**src/rtl/mp_serial_pkg.sv**
```systemverilog
package mp_serial_pkg;

  typedef enum logic [1:0] {
    FMT_OFF   = 2'b00,
    FMT_EIGHT = 2'b01,
    FMT_NINE0 = 2'b10,
    FMT_NINE1 = 2'b11
  } frame_fmt_e;

  typedef enum logic [2:0] {
    RX_IDLE,
    RX_START,
    RX_DATA,
    RX_NINTH,
    RX_STOP
  } rx_state_e;

  localparam int CTL_W      = 8;
  localparam int CTL_RXON   = 0;
  localparam int CTL_FILT   = 1;
  localparam int CTL_FMT_LO = 2;
  localparam int CTL_FMT_HI = 3;
  localparam int CTL_TXB9   = 4;
  localparam int CTL_RXB9   = 5;
  localparam int CTL_TXDONE = 6;
  localparam int CTL_RXDONE = 7;

endpackage

```
**src/rtl/mp_tick_gen.sv**
```systemverilog
module mp_tick_gen (
  input  logic clk,
  input  logic rst,
  input  logic baud_tick,
  input  logic speed_x2,
  output logic smp_tick
);
  logic half_q;

  always_ff @(posedge clk) begin
    if (rst) begin
      half_q   <= 1'b0;
      smp_tick <= 1'b0;
    end else begin
      smp_tick <= baud_tick & (speed_x2 | half_q);
      if (baud_tick) half_q <= ~half_q;
    end
  end
endmodule

```
**src/rtl/mp_tx.sv**
```systemverilog
module mp_tx #(
  parameter int DATA_W = 8,
  parameter int OVS    = 16
) (
  input  logic              clk,
  input  logic              rst,
  input  logic              tick,
  input  logic              start,
  input  logic [DATA_W-1:0] data,
  input  logic              bit9,
  input  logic              nine,
  output logic              txd,
  output logic              busy,
  output logic              done
);
  localparam int FRAME_W = DATA_W + 3;
  localparam int CNT_W   = $clog2(OVS);
  localparam int BITS_W  = $clog2(FRAME_W + 1);

  logic [FRAME_W-1:0] sh_q;
  logic [CNT_W-1:0]   ovs_q;
  logic [BITS_W-1:0]  left_q;

  always_ff @(posedge clk) begin
    if (rst) begin
      sh_q   <= '1;
      ovs_q  <= '0;
      left_q <= '0;
      busy   <= 1'b0;
      txd    <= 1'b1;
      done   <= 1'b0;
    end else begin
      done <= 1'b0;
      if (!busy) begin
        txd <= 1'b1;
        if (start) begin
          busy   <= 1'b1;
          ovs_q  <= '0;
          txd    <= 1'b0;
          sh_q   <= nine ? {1'b1, bit9, data, 1'b0} : {1'b1, 1'b1, data, 1'b0};
          left_q <= nine ? BITS_W'(FRAME_W) : BITS_W'(FRAME_W - 1);
        end
      end else begin
        txd <= sh_q[0];
        if (tick) begin
          if (ovs_q == CNT_W'(OVS - 1)) begin
            ovs_q  <= '0;
            sh_q   <= {1'b1, sh_q[FRAME_W-1:1]};
            left_q <= left_q - 1'b1;
            if (left_q == BITS_W'(1)) begin
              busy <= 1'b0;
              done <= 1'b1;
            end
          end else begin
            ovs_q <= ovs_q + 1'b1;
          end
        end
      end
    end
  end
endmodule

```
**src/rtl/mp_rx.sv**
```systemverilog
module mp_rx
  import mp_serial_pkg::*;
#(
  parameter int DATA_W = 8,
  parameter int OVS    = 16
) (
  input  logic              clk,
  input  logic              rst,
  input  logic              tick,
  input  logic              rxd_s,
  input  logic              enable,
  input  logic              nine,
  input  logic              filt,
  output logic [DATA_W-1:0] data_q,
  output logic              accept_q,
  output logic              b9_we_q,
  output logic              b9_val_q
);
  localparam int CNT_W = $clog2(OVS);
  localparam int IDX_W = (DATA_W > 1) ? $clog2(DATA_W) : 1;
  localparam int MID   = OVS / 2;

  rx_state_e         st_q;
  logic [CNT_W-1:0]  ovs_q;
  logic [IDX_W-1:0]  idx_q;
  logic [DATA_W-1:0] sh_q;
  logic              s_lo_q, s_mid_q, bit_q, ninth_q;
  logic              maj;

  assign maj = (s_lo_q & s_mid_q) | (s_lo_q & rxd_s) | (s_mid_q & rxd_s);

  always_ff @(posedge clk) begin
    if (rst) begin
      st_q     <= RX_IDLE;
      ovs_q    <= '0;
      idx_q    <= '0;
      sh_q     <= '0;
      s_lo_q   <= 1'b1;
      s_mid_q  <= 1'b1;
      bit_q    <= 1'b1;
      ninth_q  <= 1'b0;
      data_q   <= '0;
      accept_q <= 1'b0;
      b9_we_q  <= 1'b0;
      b9_val_q <= 1'b0;
    end else begin
      accept_q <= 1'b0;
      b9_we_q  <= 1'b0;
      if (!enable) begin
        st_q <= RX_IDLE;
      end else if (tick) begin
        if (st_q == RX_IDLE) begin
          if (!rxd_s) begin
            st_q  <= RX_START;
            ovs_q <= CNT_W'(1);
          end
        end else begin
          ovs_q <= ovs_q + 1'b1;
          if (ovs_q == CNT_W'(MID - 1)) s_lo_q  <= rxd_s;
          if (ovs_q == CNT_W'(MID))     s_mid_q <= rxd_s;
          if (ovs_q == CNT_W'(MID + 1)) begin
            bit_q <= maj;
            if (st_q == RX_START && maj) begin
              st_q <= RX_IDLE;
            end else if (st_q == RX_STOP) begin
              st_q <= RX_IDLE;
              if (!(nine && filt && !ninth_q)) begin
                accept_q <= 1'b1;
                data_q   <= sh_q;
                if (nine) begin
                  b9_we_q  <= 1'b1;
                  b9_val_q <= ninth_q;
                end else if (!filt) begin
                  b9_we_q  <= 1'b1;
                  b9_val_q <= maj;
                end
              end
            end
          end
          if (ovs_q == CNT_W'(OVS - 1)) begin
            ovs_q <= '0;
            case (st_q)
              RX_START: begin
                st_q  <= RX_DATA;
                idx_q <= '0;
              end
              RX_DATA: begin
                sh_q  <= {bit_q, sh_q[DATA_W-1:1]};
                idx_q <= idx_q + 1'b1;
                if (idx_q == IDX_W'(DATA_W - 1)) st_q <= nine ? RX_NINTH : RX_STOP;
              end
              RX_NINTH: begin
                ninth_q <= bit_q;
                st_q    <= RX_STOP;
              end
              default: ;
            endcase
          end
        end
      end
    end
  end
endmodule

```
**src/rtl/mp_ctl_reg.sv**
```systemverilog
module mp_ctl_reg
  import mp_serial_pkg::*;
(
  input  logic             clk,
  input  logic             rst,
  input  logic             reg_we,
  input  logic [CTL_W-1:0] reg_wdata,
  input  logic             tx_set,
  input  logic             rx_set,
  input  logic             b9_we,
  input  logic             b9_val,
  output logic [CTL_W-1:0] ctrl_q,
  output logic             irq_q
);
  logic [CTL_W-1:0] nxt;

  always_comb begin
    nxt = ctrl_q;
    if (reg_we) nxt = reg_wdata;
    if (b9_we)  nxt[CTL_RXB9] = b9_val;
    if (tx_set) nxt[CTL_TXDONE] = 1'b1;
    if (rx_set) nxt[CTL_RXDONE] = 1'b1;
  end

  always_ff @(posedge clk) begin
    if (rst) begin
      ctrl_q <= '0;
      irq_q  <= 1'b0;
    end else begin
      ctrl_q <= nxt;
      irq_q  <= nxt[CTL_TXDONE] | nxt[CTL_RXDONE];
    end
  end
endmodule

```
**src/rtl/mp_serial_port.sv**
```systemverilog
module mp_serial_port
  import mp_serial_pkg::*;
#(
  parameter int DATA_W      = 8,
  parameter int OVS         = 16,
  parameter int SYNC_STAGES = 2
) (
  input  logic              clk,
  input  logic              rst,
  input  logic              baud_tick,
  input  logic              speed_x2,
  input  logic              reg_we,
  input  logic [7:0]        reg_wdata,
  output logic [7:0]        reg_rdata,
  input  logic              tx_we,
  input  logic [DATA_W-1:0] tx_wdata,
  output logic [DATA_W-1:0] rx_rdata,
  input  logic              rxd,
  output logic              txd,
  output logic              irq
);
  logic [SYNC_STAGES-1:0] sync_q;
  logic [CTL_W-1:0]       ctrl_q;
  logic                   smp_tick, fmt_on, nine, tx_busy, tx_done;
  logic                   rx_accept, b9_we, b9_val;

  always_ff @(posedge clk) begin
    if (rst) sync_q <= '1;
    else     sync_q <= {sync_q[SYNC_STAGES-2:0], rxd};
  end

  assign fmt_on = (ctrl_q[CTL_FMT_HI:CTL_FMT_LO] != FMT_OFF);
  assign nine   = ctrl_q[CTL_FMT_HI];

  mp_tick_gen u_tick (
    .clk(clk), .rst(rst), .baud_tick(baud_tick), .speed_x2(speed_x2), .smp_tick(smp_tick)
  );

  mp_tx #(.DATA_W(DATA_W), .OVS(OVS)) u_tx (
    .clk(clk), .rst(rst), .tick(smp_tick),
    .start(tx_we & fmt_on & ~tx_busy), .data(tx_wdata),
    .bit9(ctrl_q[CTL_TXB9]), .nine(nine),
    .txd(txd), .busy(tx_busy), .done(tx_done)
  );

  mp_rx #(.DATA_W(DATA_W), .OVS(OVS)) u_rx (
    .clk(clk), .rst(rst), .tick(smp_tick), .rxd_s(sync_q[SYNC_STAGES-1]),
    .enable(ctrl_q[CTL_RXON] & fmt_on), .nine(nine), .filt(ctrl_q[CTL_FILT]),
    .data_q(rx_rdata), .accept_q(rx_accept), .b9_we_q(b9_we), .b9_val_q(b9_val)
  );

  mp_ctl_reg u_ctl (
    .clk(clk), .rst(rst), .reg_we(reg_we), .reg_wdata(reg_wdata),
    .tx_set(tx_done), .rx_set(rx_accept), .b9_we(b9_we), .b9_val(b9_val),
    .ctrl_q(ctrl_q), .irq_q(irq)
  );

  assign reg_rdata = ctrl_q;
endmodule

```
**config.mk**
```make
export PLATFORM = sky130hd
export DESIGN_NAME = mp_serial_port
export DESIGN_NICKNAME = d
export VERILOG_FILES = /design/src/rtl/mp_serial_pkg.sv /design/src/rtl/mp_tick_gen.sv /design/src/rtl/mp_tx.sv /design/src/rtl/mp_rx.sv /design/src/rtl/mp_ctl_reg.sv /design/src/rtl/mp_serial_port.sv
export SDC_FILE = /design/constraint.sdc
export NUM_CORES = 1
export LEC_CHECK = 0
export ABC_AREA = 1
export BUFFER_PORTS_ARGS = -buffer_cell sky130_fd_sc_hd__buf_2
export CORE_ASPECT_RATIO = 2
export CORE_MARGIN = 8
export CORE_UTILIZATION = 45
export CTS_CLUSTER_DIAMETER = 200
export CTS_CLUSTER_SIZE = 40
export DETAILED_ROUTE_END_ITERATION = 7
export GPL_ROUTABILITY_DRIVEN = 0
export MAX_ROUTING_LAYER = met4
export PLACE_DENSITY_LB_ADDON = 0.05
export SETUP_SLACK_MARGIN = 0.15
export SLEW_MARGIN = 30
export SYNTH_ARGS = -nofsm -noshare
export SYNTH_HDL_FRONTEND = slang
export SYNTH_SLANG_ARGS = --single-unit
```
**constraint.sdc**
```tcl
create_clock -name clk -period 1.9 [get_ports clk]
set_clock_uncertainty 0.15 [all_clocks]
set_input_delay 0.285 -clock clk [delete_from_list [all_inputs] [get_ports clk]]
set_output_delay 0.285 -clock clk [all_outputs]
set_load 0.01 [all_outputs]
```
* Yosys cells after proc, flatten, opt, wreduce, memory -nomap -nowiden
Cells that the tools add are included.
** Word-level totals
- Flip-flop bits (word level) :: 68
- Bits of input ports :: 23
- Output and inout bits :: 18
- Word-level logic and storage cells :: 134
** Cells by class
- Add/sub/neg operators :: 4
- Eq/ne operators :: 15
- Multiplexer cells :: 44
- Bitwise operators :: 21
- Reductions and logical operators :: 25
** Operators with widths (count)
- 2-to-1 mux 11 bit :: 4
- 2-to-1 mux 4 bit :: 11
- 2-to-1 mux 3 bit :: 8
- 2-to-1 mux 1 bit :: 17
- == test 4 bit, second input constant :: 4
- AND reduction 5 bit :: 3
- AND reduction 4 bit :: 3
- 2-to-1 mux 10 bit :: 1
- inverter 1 bit :: 10
- case mux 3 bit (3 select lines) :: 1
- adder 4 x 1 -> 4 bit, second input constant :: 2
- 2-to-1 mux 8 bit :: 1
- AND reduction 8 bit :: 1
- nonzero test 2 bit :: 4
- OR reduction 8 bit :: 1
- bitwise AND 1 bit :: 7
- AND reduction 7 bit :: 1
- OR reduction 7 bit :: 1
- == test 3 x 2 -> 1 bit, second input constant :: 2
- == test 3 bit, second input constant :: 2
- != test 2 bit, second input constant :: 3
- case mux 3 bit (2 select lines) :: 1
- AND reduction 3 bit :: 2
- == test 4 x 1 -> 1 bit, second input constant :: 1
- other kinds (12) :: 18

* Logic depth before layout (Yosys ltp)
Gate-level depths: netlist of run 1.
- Word-level depth :: 10
- Gate-level depth with buffers :: 9
- Depth with buffers taken out :: 9

* Modules after synthesis
Synthesis of run 1 repeated with hierarchy kept, for this count alone.
** Second synthesis, totals
- Cell total of the unflattened synthesis :: 467
- Area, all modules :: 3234.4 µm²
** Modules (own cells, without submodules)
- mp_rx :: times used 1, cells each 251, area an instance 1695.4 µm², seq. area each 660.6 µm²
- mp_tx :: times used 1, cells each 149, area an instance 1029.7 µm², seq. area each 420.4 µm²
- mp_ctl_reg :: times used 1, cells each 47, area an instance 361.6 µm², seq. area each 180.2 µm²
- mp_serial_port :: times used 1, cells each 10, area an instance 75.1 µm², seq. area each 40.0 µm²
- mp_tick_gen :: times used 1, cells each 10, area an instance 72.6 µm², seq. area each 40.0 µm²

* Worst setup path before layout of run 1
OpenSTA, ideal clock, no wires.
- Path kind :: reg2reg
- From :: reg u_rx.ovs_q[0]
- To :: reg u_rx.st_q[0]
- Setup time :: 70 ps
- Data arrival time :: 1347 ps
- Data required time :: 1680 ps
- Setup slack :: 333 ps
- Stages on the path, launching flop included :: 10
- Buffers on the path :: 0
- Period minus slack after synthesis :: 1567 ps
- Cells stage by stage :: dfxtp_1 > ha_1 > nand2_1 > nor2_1 > nand3_1 > nand2_1 > nand2_1 > nand2_1 > nand2_1 > a21oi_1
** Between the ends
- Longest elaborated chain between the ends :: 6
- Elaborated cells between the ends (all ways) :: 7
- Classes of those cells :: eq/ne (2); mux (5)
** Ends and longest elaborated chain
- from (decl) :: RTL line mp_rx.sv:24 : logic [CNT_W-1:0] ovs_q;
- from (signal assigned) :: RTL line mp_rx.sv:58 : ovs_q <= ovs_q + 1'b1;
- == test 4 bit :: RTL line mp_rx.sv:61 : if (ovs_q == CNT_W'(MID + 1)) begin
- 2-to-1 mux 3 bit :: RTL line mp_rx.sv:61
- 2-to-1 mux 3 bit :: RTL line mp_rx.sv:90 : if (idx_q == IDX_W'(DATA_W - 1)) st_q <= nine ? RX_NINTH : RX_STOP;
- case mux 3 bit (3 select lines) :: RTL line mp_rx.sv:82 : case (st_q)
- 2-to-1 mux 3 bit * :: RTL line mp_rx.sv:80 : if (ovs_q == CNT_W'(OVS - 1)) begin
- 2-to-1 mux 3 bit * :: RTL line mp_rx.sv:52 : if (st_q == RX_IDLE) begin
- to (signal assigned) :: RTL line mp_rx.sv:90
- to (decl) :: RTL line mp_rx.sv:23 : rx_state_e st_q;
Mark *: on every way between the ends. The rest lies on a longest branch, timed or not.
A chain may end at the register's enable or synchronous reset.

* Worst setup path in the final report of run 1
- From :: reg u_rx.st_q[1]
- To :: reg u_rx.sh_q[3]
** Between the ends
- Longest elaborated chain between the ends :: 3
- Elaborated cells between the ends (all ways) :: 4
- Classes of those cells :: eq/ne (1); bitwise (1); reduce/logical (2)
** Ends and longest elaborated chain
- logical NOT 3 bit :: RTL line mp_rx.sv:52
- inverter 1 bit (no source line)
- AND reduction 5 bit (no source line) *
- to (signal assigned) :: RTL line mp_rx.sv:88 : sh_q <= {bit_q, sh_q[DATA_W-1:1]};
- to (decl) :: RTL line mp_rx.sv:26 : logic [DATA_W-1:0] sh_q;
Marks and branches as above.

==> summary by stage, run 1 <==
Layout
The area occupied by multi-input gates is 0.001479 sq mm. The antenna diode count is 0. The sequential cells in the finished layout cover a total of 0.001345 sq mm. The area growth from synthesis to layout is 24.00%. The proportion of layout cells with a drive suffix above 1 is 0.2370. The final cell area excluding filler cells is 0.003691 sq mm.

Counting the fill cells in the layout gives 660. After the last flow step, the layout net total stands at 469.

Timing
The relative slew slack is 0.6992. The number of max-slew violations in the final report is 0. The highest clock frequency the design can meet is 602.1 MHz.

The setup TNS after final layout is 0 ns. Of the available clock period, the critical path in the final layout requires 0.8742. The worst path in the final design needs a cycle of 1.661 ns, including I/O delays and setup. The number of hold-slack violations in the final timing report is 0.

The slew at the pin closest to its max-slew limit is 0.4496 ns. Setup repair after global routing could not meet its margin everywhere. The setup violation total in the final timing report is 0.

Yosys
The area fraction in compound gates after synthesis is 0.1585. Of the post-synthesis cell area, the dominant cell type holds 0.4506. The sequential cell area fraction in the yosys report is 0.4506. Of the total synthesized cell area, the portion taken by full adders, half adders and majority gates is 0.03363.

The number of warnings issued by yosys is 0. The average instance in the mapped netlist occupies 7.613 sq um. The flip-flop and latch count after synthesis is 67.

The library cell with the highest instance count after synthesis is sky130_fd_sc_hd__dfxtp_1. After synthesis, the largest family of logic cells by area is simple AND/OR/NAND/NOR gates. The cell count after synthesis came out at 391.

The number of unique standard cell types used by synthesis is 32. By area the synthesized netlist is led by sky130_fd_sc_hd__dfxtp_1, sky130_fd_sc_hd__nor2_1, sky130_fd_sc_hd__o21ai_0. The largest total area in the synthesized netlist belongs to sky130_fd_sc_hd__dfxtp_1.

The dominant synthesized flop cell is sky130_fd_sc_hd__dfxtp_1. Of the total synthesized cell area, the portion taken by AND, OR, NAND and NOR gates is 0.2749. The synthesized net count is 422. The xor/xnor cell area share of the yosys netlist is 0.002942.

After synthesis, the share of cell area in mux cells is 0. The cell area after synthesis is 0.002977 sq mm. Ranked by instance count, the synthesized netlist is headed by sky130_fd_sc_hd__dfxtp_1, sky130_fd_sc_hd__nor2_1, sky130_fd_sc_hd__nand2_1. In the synthesized netlist the async set-or-reset flop fraction comes to 0. The synthesized design contains 0 enable-type register cells.

Drt
The average wire per cell in the routed design is 13.32 um. The number of violations reported at the end of detailed-routing iteration 0 is 191. The detailed router placed 2664 vias in this run. The number of iterations in the first detailed-routing pass is 4. The aggregate routed wire length is 7075 um. The final routed DRC violation total is 0.

The detail route stage leaves a number of antenna-violating nets equal to 0. After detailed routing, the number of vias per cell comes to 5.017.

Global routing
The number of global-route vias before repair is 2641. The number of antenna violations at the first check in global routing is 0. The first global-routing pass estimated 11780 um of wire. The largest net degree at the start of global routing is 34. The total global-route track usage is 0.1615. The total overflow left after global routing is 0.

Critical path
The data arrival time of the critical path is 1.73 ns. The category of the worst setup path capture point is a register. The path type of the worst setup path is reg -> reg. The critical path required time is 1.97 ns. The worst setup path is launched from a register. The largest fanout on the critical path is 9.

Clock network
The worst-case clock buffer depth is 2. Clock-pin slew was measured on the worst setup and hold paths at 0.05 ns. TritonCTS created 9 clock buffers. Counting every sink on the clock net gives 67.

TritonCTS built the clock tree. The number of hold buffers added after CTS is 0. The clock insertion delay at the later pin of the skew report is 0.33 ns. The H-tree depth is 3. CTS placed an instance of sky130_fd_sc_hd__clkbuf_16 at the clock tree root.

Power and ir drop
In this run the static leakage power is 1.616 nW. The worst supply voltage drop on vdd is 789.0 uV. The final total power is 0.003477 W.

Dividing total power by cell area gives a power density of 942.0 mW/mm^2.

Status
The flow ran to the end, and the final reports show no timing, DRC or antenna violations.

Placed design
Summing all placed instances gives a cell area of 0.003263 sq mm. The wire-length estimate of the detail-placed layout is 4855 um. Input and output buffers added on the ports amount to 40.

Flow run
Max-cap violations in this run came to 0.

Floorplanning
The die covers 0.009631 sq mm. The total area inside the core boundary comes to 0.006516 sq mm. The die is 131.0 um tall. The die width is 73.51 um.

During I/O placement, the number of pins put on the boundary was 41. The initial cell density of the core is 0.4568. The total number of placement rows is 42.

Min path
The class of the tightest hold or removal check is in -> reg.
cell type report:
cell class | count | share of cell area
timing repair buffer | 48 | 0.07153
multi-input combinational | 269 | 0.4007
inverter | 42 | 0.04508
tap | 88 | 0.02983
clock buffer | 10 | 0.06203
sequential | 67 | 0.3644
timing repair inverter | 1 | 0.002034
clock inverter | 6 | 0.02441
worst paths after layout:
check | start | to | slack [ns] | depth (start not counted)
setup reg to reg | u_rx.st_q[1] | u_rx.sh_q[3] | 0.24 | 7
hold reg to reg | sync_q[0] | sync_q[1] | 0.25 | 1
hold / removal | rxd | sync_q[0] | 0.02 | 2
setup / recovery | u_rx.st_q[1] | u_rx.sh_q[3] | 0.24 | 7
cell families after synthesis:
group,after synthesis
compound gates,85
xor+xnor,1
fa+ha+maj,8
buf+inv,56
flops,67
simple gates,174
where the power goes:
group / switching, W / internal [W]
clock network: 0.000602 / 0.00115
logic: 0.000145 / 0.0000963
registers: 0.0000301 / 0.00145
total: 0.000778 / 0.00270
registers in the layout (all words and copies together) (netlist names), 2 cells and up:
| name | count |
|---|---|
| u_tx.ovs_q | 4 |
| u_rx.idx_q | 3 |
| u_tx.sh_q | 10 |
| u_rx.sh_q | 8 |
| u_ctl.ctrl_q | 8 |
| u_tx.left_q | 4 |
| u_rx.ovs_q | 4 |
| sync_q | 2 |
| u_rx.st_q | 3 |
| u_rx.data_q | 8 |
repair_timing:
item	in CTS	in global routing
buffers inserted	0	1
gates resized for setup	0	25
setup endpoints to repair	0	37
critical path, cell delays in order, from the launching register on:
cell and delay [ns]:
sky130_fd_sc_hd__dfxtp_1 0.42, sky130_fd_sc_hd__nor2_1 0.10, sky130_fd_sc_hd__nand2_2 0.15, sky130_fd_sc_hd__nand2_4 0.10, sky130_fd_sc_hd__nor2_8 0.20, sky130_fd_sc_hd__nand3_4 0.16, sky130_fd_sc_hd__o21ai_0 0.20, sky130_fd_sc_hd__nor2_1 0.06
cells in the final DEF, fill, tap and decap left out, types with 9 or more instances in the layout:
master	netlist	routed
sky130_fd_sc_hd__a21oi_1	26	26
sky130_fd_sc_hd__buf_2	1	40
sky130_fd_sc_hd__clkbuf_16	0	9
sky130_fd_sc_hd__dfxtp_1	67	64
sky130_fd_sc_hd__inv_1	38	37
sky130_fd_sc_hd__nand2_1	53	51
sky130_fd_sc_hd__nand3_1	28	26
sky130_fd_sc_hd__nor2_1	61	60
sky130_fd_sc_hd__o211ai_1	13	13
sky130_fd_sc_hd__o21ai_0	40	37
sky130_fd_sc_hd__or2_2	10	10
through the flow:
step | std cells | setup slack (ns) | hold WS (ns) | util
after global routing | 531 | 0.1336 | 0.02345 | 0.5664
after floorplan | 391 | 0.3334 | 0.2135 | -
final | 531 | 0.2390 | 0.02490 | 0.5664
after CTS | 528 | 0.1502 | 0.01555 | 0.5497
after detailed placement | 512 | 0.1689 | 0.2437 | 0.5008
after global placement | 512 | 0.1922 | 0.2456 | 0.5008
layer usage:
layer / GRT usage / wire length (um) / up-vias
li1: - / - / 1379
met1: 0.1898 / 3119 / 1200
met2: 0.2437 / 3376 / 69
met3: 0.02599 / 337 / 16
met5: - / 0 / -
met4: 0.1127 / 241 / 0
Note: power is estimated with default switching activity, not from simulation.
==> run 2: changes to the inputs <==
--- a/config.mk
+++ b/config.mk
@@ -13,9 +13,9 @@
 export CTS_CLUSTER_DIAMETER = 200
 export CTS_CLUSTER_SIZE = 40
 export DETAILED_ROUTE_END_ITERATION = 7
-export GPL_ROUTABILITY_DRIVEN = 0
 export MAX_ROUTING_LAYER = met4
 export PLACE_DENSITY_LB_ADDON = 0.05
+export RECOVER_POWER = 50
 export SETUP_SLACK_MARGIN = 0.15
 export SLEW_MARGIN = 30
 export SYNTH_ARGS = -nofsm -noshare
==> constraint.sdc (replaced) <==
create_clock -name clk -period 2 [get_ports clk]
set_clock_uncertainty 0.15 [all_clocks]
set_input_delay 0.3 -clock clk [delete_from_list [all_inputs] [get_ports clk]]
set_output_delay 0.3 -clock clk [all_outputs]
set_load 0.01 [all_outputs]
==> summary by stage, run 2 (synthesis results as in run 1) <==
Global routing
The number of antenna violations at the first check in global routing is 0 (unchanged). The number of global-route vias before repair is 2674 (+1.2%). The global-route wire length before repair came to 11960 um (+1.5%). The total global-route track usage is 0.1649 (+0.003338). The residual overflow from global routing came to 0 (unchanged). The largest net degree at the start of global routing is 33 (-2.9%).

Timing
The number of hold-slack violations in the final timing report is 0 (unchanged). The ratio of final minimum period to clock period came to 0.8802 (+0.006048). The number of max-slew violations in the final report is 0 (unchanged).

The highest clock frequency the design can meet is 568.0 MHz (-5.7%). The clock period minus final worst setup slack was 1.760 ns (+0.09952 ns). The setup violation total in the final timing report is 0 (unchanged). Setup repair after global routing left no endpoint under its margin.

The setup TNS after final layout is 0 ns (unchanged). The relative slew slack was 0.5214 (-0.1778). The slew at the pin closest to its max-slew limit is 0.7179 ns (+0.2683 ns).

Clock network
The clock transition time at the flip-flop clock pins of the worst setup and hold paths is 0.05 ns (about the same). The count of clock tree sinks is 67 (unchanged). TritonCTS built the clock tree.

The number of buffers created by CTS is 9 (unchanged). The clock tree root driver cell is sky130_fd_sc_hd__clkbuf_16. The worst-case clock buffer depth is 2 (unchanged). The clock insertion delay at the later pin of the skew report was 0.33 ns (about the same). The H-tree depth is 3 (unchanged).

Layout
The library cell used most frequently in the layout, excluding fill and tap cells, is sky130_fd_sc_hd__dfxtp_1. The proportion of layout cells with a drive suffix above 1 is 0.1734 (-0.06360). The number of flip-flops in the largest register was 10 (unchanged). The net total in the final layout came to 471 (+0.43%). The final core utilization came to 0.5511 (-0.01536).

The antenna diode count is 0 (unchanged). In the layout the commonest cells are sky130_fd_sc_hd__dfxtp_1, sky130_fd_sc_hd__nor2_1, sky130_fd_sc_hd__nand2_1. The area growth from synthesis to layout is 20.64%.

The final cell area excluding filler cells is 0.003591 sq mm (-2.7%). More flip-flops sit in one register than any other, and that register is u_tx.sh_q. The number of fillers in the final layout is 661 (+0.15%).

The final non-filler cell total is 532 (+0.19%).

Floorplanning
The placeable core region is 0.006516 sq mm (unchanged). The chip height is 131.0 um (unchanged). The number of top-level pins is 41 (unchanged). The total die area is 0.009631 sq mm (unchanged). The total number of placement rows was 42 (unchanged).

The initial cell density of the core came to 0.4568 (unchanged). The die width came to 73.51 um (unchanged).

Critical path
The data arrival time of the critical path is 1.79 ns (+0.06 ns). The largest fanout on the critical path came to 6 (-3). Walking the worst path, the cells encountered are ha_1 -> nand3_1 -> nor2_4 -> inv_1 -> nand2_2 -> clkinvlp_4 -> clkbuf_2 -> nand2_1 -> nand3_1. The path type of the worst setup path is reg -> reg. The sort of element at the start of the critical path is a register. The master of the slowest instance on the critical path is sky130_fd_sc_hd__dfxtp_1. The critical path required time is 2.03 ns (+0.06 ns). STA classifies the critical path endpoint as a register. By instance count, the cell type seen most on the critical path is sky130_fd_sc_hd__nand3_1.

The maximum single-stage delay on the critical path is 0.35 ns (-0.07 ns).

Placed design
The final estimated routing congestion in global placement is 0.8604. The post-placement cell area is 0.003263 sq mm (unchanged). The total of buffers placed on input and output ports came to 40 (unchanged). The cell count after placement is 512 (unchanged). The half-perimeter wire length after detailed placement is 5031 um (+3.6%).

Power and ir drop
The part of the power in the clock network is 0.489 (-0.015). The internal power component is 0.002497 W (-7.5%). The power density relative to cell area is 890.6 mW/mm^2 (-5.5%). The register share of total power was 0.442 (+0.015). The worst supply voltage drop on vdd is 582.9 uV (-26%).

The relative contribution of combinational cells to total power is 0.070 (about the same). The switching portion of total power is 0.2192 (-0.004485). The power dissipated by switching net loads is 0.0007009 W (-9.9%). The final total power is 0.003198 W (-8.0%).

The static leakage power was 1.529 nW (-5.4%).

Drt
The aggregate routed wire length is 6947 um (-1.8%). The number of violations reported at the end of detailed-routing iteration 0 is 185 (-3.1%). The sum of met3 wire segment lengths after detailed routing is 302 um (-10%). The number of nets with antenna violations after routing was 0 (unchanged). The met1 wire length is 3071 um (-1.5%). The average wire per cell in the routed design came to 13.06 um (-2.0%). The final routed DRC violation total is 0 (unchanged). The number of iterations in the first detailed-routing pass is 5 (+1). The routed length on met2 is 3439 um (+1.9%). The overall via count from detail_route came to 2698 (+1.3%). The via density per instance is 5.071 (+1.1%).

The top metal layer carrying routed signals is met4.

Flow run
The number of maximum-capacitance constraint violations was 0 (unchanged).

Min path
The class of the tightest hold or removal check is in -> reg.

Status
The run finished with clean final reports.
[run 2: through the flow]
step | worst slack, ns | hold slack [ns]
after global placement | 0.2039 | 0.2844
after floorplan | 0.4334 | 0.2285
after CTS | 0.1605 | 0.04830
final | 0.2395 | 0.05656
after detailed placement | 0.1678 | 0.2952
after global routing | 0.1117 | 0.04223
[run 2: critical path, delay by kind of cell, from the launching register on]
kind | cells | cell delay (ns)
buffers and inverters | 3 | 0.37
adder cells (fa/ha/maj) | 1 | 0.20
AND/OR/NAND/NOR | 5 | 0.54
flip-flops | 1 | 0.35
[run 2: final timing paths]
check                start       endpoint  slack, ns  cells past startpoint
max          u_tx.ovs_q[1]   u_tx.sh_q[4]       0.24                      9
min reg2reg  u_rx.idx_q[1]  u_rx.idx_q[1]       0.30                      2
min            tx_wdata[6]   u_tx.sh_q[7]       0.06                      3
max reg2reg  u_tx.ovs_q[1]   u_tx.sh_q[4]       0.24                      9
[run 2: power groups by stage]
stage	Sequential [W]	Combinational, W	Clock, W
3_3_place_gp	0.00144	0.000212	0
4_1_cts	0.00141	0.000220	0.00160
5_1_grt	0.00142	0.000256	0.00168
2_1_floorplan	0.00144	0.000143	0
6_report	0.00141	0.000223	0.00156
3_5_place_dp	0.00144	0.000217	0
[run 2: area by class of cell]
cell class,instances,area (sq um),area share
clock inverter,2,35.03,0.009756
sequential,67,1344,0.3742
inverter,42,166.4,0.04634
multi-input combinational,268,1411,0.3930
clock buffer,13,260.3,0.07247
tap,88,110.1,0.03066
timing repair buffer,52,264.0,0.07352
[run 2: metal layers]
| metal | track usage | vias to the layer above |
|---|---|---|
| met5 | - | - |
| met4 | 0.08422 | 0 |
| met3 | 0.05352 | 10 |
| met2 | 0.2537 | 60 |
| met1 | 0.1852 | 1253 |
| li1 | - | 1375 |
[run 2: what timing repair did]
action / 4_1_cts / 5_1_grt
setup endpoints to repair: 0 / 28
hold buffers: 1 / 0
buffers inserted: 0 / 4
endpoints found under the hold margin: 1 / 0
resized for setup: 0 / 14
==> run 3: changes to the inputs <==
--- a/config.mk
+++ b/config.mk
@@ -11,13 +11,15 @@
 export CORE_MARGIN = 8
 export CORE_UTILIZATION = 45
 export CTS_CLUSTER_DIAMETER = 200
-export CTS_CLUSTER_SIZE = 40
+export CTS_CLUSTER_SIZE = 10
 export DETAILED_ROUTE_END_ITERATION = 7
 export MAX_ROUTING_LAYER = met4
 export PLACE_DENSITY_LB_ADDON = 0.05
 export RECOVER_POWER = 50
 export SETUP_SLACK_MARGIN = 0.15
+export SKIP_LAST_GASP = 1
 export SLEW_MARGIN = 30
 export SYNTH_ARGS = -nofsm -noshare
 export SYNTH_HDL_FRONTEND = slang
+export SYNTH_HIERARCHICAL = 1
 export SYNTH_SLANG_ARGS = --single-unit
==> summary by stage, run 3 <==
Yosys
The synthesized net count is 498 (+18%). The cell area after synthesis is 0.003234 sq mm (+8.7%). The fraction of registers with async set/reset was 0 (unchanged). The number of warnings issued by yosys is 6 (+6). The dominant synthesized flop cell is sky130_fd_sc_hd__dfxtp_1.

The number of synthesized flops with an enable pin is 0 (unchanged). The flip-flop and latch count after synthesis is 67 (unchanged). The synthesized instance count is 467 (+19%). The sequential cell area fraction in the yosys report came to 0.4147 (-0.03591). The post-synthesis area per instance came to 6.926 sq um (-9.0%). The number of unique standard cell types used by synthesis came to 29 (-9.4%). sky130_fd_sc_hd__nand2_1 is the most common cell in the netlist. After synthesis, the cell types taking the most area are sky130_fd_sc_hd__dfxtp_1, sky130_fd_sc_hd__nand2_1, sky130_fd_sc_hd__nor2_1. The commonest cells after synthesis are sky130_fd_sc_hd__nand2_1, sky130_fd_sc_hd__nor2_1, sky130_fd_sc_hd__dfxtp_1. The cell type contributing the most total cell area after synthesis is sky130_fd_sc_hd__dfxtp_1. The area fraction of the dominant cell type after synthesis is 0.4147 (-0.03591).

Floorplanning
The initial cell density of the core came to 0.4554 (-0.001371). The number of top-level pins was 41 (unchanged). The die width is 75.95 um (+3.3%). The total number of placement rows came to 44 (+4.8%). The total die area was 0.01032 sq mm (+7.2%). The placeable core region is 0.007102 sq mm (+9.0%).

The chip height was 135.9 um (+3.7%).

Min path
The class of the tightest hold or removal check is in -> reg.

Global routing
The global-route met3 utilization is 0.03907 (-0.01444). The number of antenna violations at the first check in global routing is 0 (unchanged). The residual overflow from global routing is 0 (unchanged). met2 is the most crowded layer.

The global-route wire length before repair is 11810 um (-1.2%). The global-route track usage on met2 is 0.2214 (-0.03231). The met1 usage in global routing is 0.1592 (-0.02597).

The number of global-route vias before repair came to 2682 (+0.30%). The largest net degree at the start of global routing came to 21 (-36%). The total global-route track usage was 0.1437 (-0.02112).

Critical path
The critical path required time is 2.07 ns (+0.04 ns). The total buffers and inverters traversed by the critical path is 2 (-1). The maximum single-stage delay on the critical path is 0.32 ns (-0.03 ns).

The sort of element at the start of the critical path is a register. The data arrival time of the critical path was 1.87 ns (+0.08 ns). The cell with the most instances on the worst path is sky130_fd_sc_hd__nor2_1. The family with the most delay on the worst path is simple AND/OR/NAND/NOR gates. The largest fanout on the critical path was 8 (+2). The category of the worst setup path capture point is a register. Walking the worst path, the cells encountered are inv_1 -> ha_1 -> inv_1 -> nor2_1 -> nand2_1 -> nor2_8 -> nand3_2 -> nor2_1 -> nor2_1.

The master of the slowest instance on the critical path is sky130_fd_sc_hd__dfxtp_1. The path type of the worst setup path is reg -> reg.

Drt
The aggregate routed wire length was 6983 um (+0.52%). The overall via count from detail_route is 2859 (+6.0%). The via density per instance is 4.672 (-7.9%).

The average wire per cell in the routed design is 11.41 um (-13%). The number of iterations in the first detailed-routing pass is 4 (-1). The number of nets with antenna violations after routing is 0 (unchanged).

The final routed DRC violation total is 0 (unchanged). The number of violations reported at the end of detailed-routing iteration 0 was 193 (+4.3%).

Power and ir drop
The part of the power in the clock network is 0.499 (+0.010). The power dissipated by switching net loads is 0.0007323 W (+4.5%). The static leakage power is 1.876 nW (+23%). The final total power is 0.003285 W (+2.7%). The register share of total power is 0.429 (-0.013). The internal power component is 0.002553 W (+2.2%). The power density relative to cell area is 856.4 mW/mm^2 (-3.8%).

The relative contribution of combinational cells to total power is 0.072 (+0.002). The switching portion of total power is 0.2229 (+0.003735). The worst supply voltage drop on vdd was 692.8 uV (+19%).

Clock network
The H-tree depth is 3 (unchanged). The count of clock tree sinks is 67 (unchanged). The worst-case clock buffer depth is 2 (unchanged). The number of buffers created by CTS came to 9 (unchanged).

The cell sitting at the root of the clock tree is a sky130_fd_sc_hd__clkbuf_16. TritonCTS built the clock tree. The clock insertion delay at the later pin of the skew report is 0.33 ns (about the same). The clock transition time at the flip-flop clock pins of the worst setup and hold paths is 0.05 ns (about the same).

Status
The flow ran to the end, and the final reports show no timing, DRC or antenna violations.

Timing
The slew at the pin closest to its max-slew limit is 0.5865 ns (-0.1314 ns). Setup repair after global routing could not meet its margin everywhere. The highest clock frequency the design can meet is 557.7 MHz (-1.8%). The clock period minus final worst setup slack is 1.793 ns (+0.03265 ns). The setup violation total in the final timing report is 0 (unchanged). The number of max-slew violations in the final report is 0 (unchanged). The setup TNS after final layout is 0 ns (unchanged).

The ratio of final minimum period to clock period is 0.8966 (+0.01632). The relative slew slack is 0.6090 (+0.08759). The number of hold-slack violations in the final timing report is 0 (unchanged).

Layout
The most common library cell in the layout ignoring fill and taps is sky130_fd_sc_hd__nand2_1. The number of fillers in the final layout came to 751 (+14%). The antenna diode count is 0 (unchanged). The proportion of layout cells with a drive suffix above 1 is 0.1269 (-0.04650). The number of flip-flops in the largest register was 10 (unchanged). The net total in the final layout is 546 (+16%). In the layout the commonest cells are sky130_fd_sc_hd__nand2_1, sky130_fd_sc_hd__nor2_1, sky130_fd_sc_hd__dfxtp_1. u_tx/sh_q holds more flip-flops than any other register.

The growth of design area from synthesis to finish is 18.61%.

Flow run
The number of maximum-capacitance constraint violations was 0 (unchanged).

Placed design
The total of buffers placed on input and output ports is 40 (unchanged). The final estimated routing congestion in global placement is 0.8417 (-2.2%). The half-perimeter wire length after detailed placement is 4826 um (-4.1%).
[run 3: power groups by stage]
stage,sequential (W),combinational (W),clock [W]
final,0.00141,0.000237,0.00164
after global routing,0.00141,0.000273,0.00174
after CTS,0.00141,0.000247,0.00169
after detailed placement,0.00144,0.000244,0
after global placement,0.00144,0.000244,0
after floorplan,0.00144,0.000167,0
[run 3: tightest hold or removal path: cells and delay by family]
family	cells	cell delay, ns
and+or+nand+nor	2	0.11
buffers and inverters	1	0.07
[run 3: repair_timing]
action | in CTS | in global routing
endpoints found under the hold margin | 1 | 0
setup buffers | 0 | 1
resized for setup | 0 | 5
hold buffers | 1 | 0
setup endpoints to repair | 0 | 22
[run 3: layout make-up]
class | instances | area, sq um | share of cell area
Inverter | 56 | 217.7 | 0.05675
Multi-Input combinational cell | 335 | 1622 | 0.4227
Sequential cell | 67 | 1341 | 0.3496
Tap cell | 92 | 115.1 | 0.03001
Clock inverter | 5 | 77.57 | 0.02022
Clock buffer | 11 | 232.7 | 0.06067
Timing Repair Buffer | 46 | 230.2 | 0.06001
[run 3: stage by stage]
stage	worst slack, ns	hold slack, ns	cells	utilization	cell area (sq um)
5_1_grt	0.06447	0.05335	612	0.5402	3836
2_1_floorplan	0.3945	0.2124	467	-	3234
6_report	0.2069	0.04054	612	0.5402	3836
3_3_place_gp	0.2208	0.2369	593	0.4940	3508
4_1_cts	0.2095	0.02579	610	0.5391	3829
3_5_place_dp	0.2187	0.2419	593	0.4940	3508
[run 3: cells by family after synthesis]
logic type,share of synthesized area
and+or+nand+nor,0.3977
DFF,0.4147
xor gates and xnor gates,0.002708
adders and majority gates,0.03095
buffers and inverters,0.08936
AOI/OAI and AO/OA,0.06461
[run 3: per-layer routing]
layer,wire length [um],part of all wire
met1,3321,0.48
met2,3144,0.45
met3,309,0.044
met4,208,0.030
met5,0,0
[run 3: worst paths after layout]
check / depth (start not counted) / slack, ns / start / end
max reg2reg: 9 / 0.21 / u_rx/ovs_q[1] / u_rx/data_q[2]
min: 3 / 0.04 / reg_wdata[4] / u_ctl/ctrl_q[4]
min reg2reg: 1 / 0.25 / sync_q[0] / sync_q[1]
max: 9 / 0.21 / u_rx/ovs_q[1] / u_rx/data_q[2]
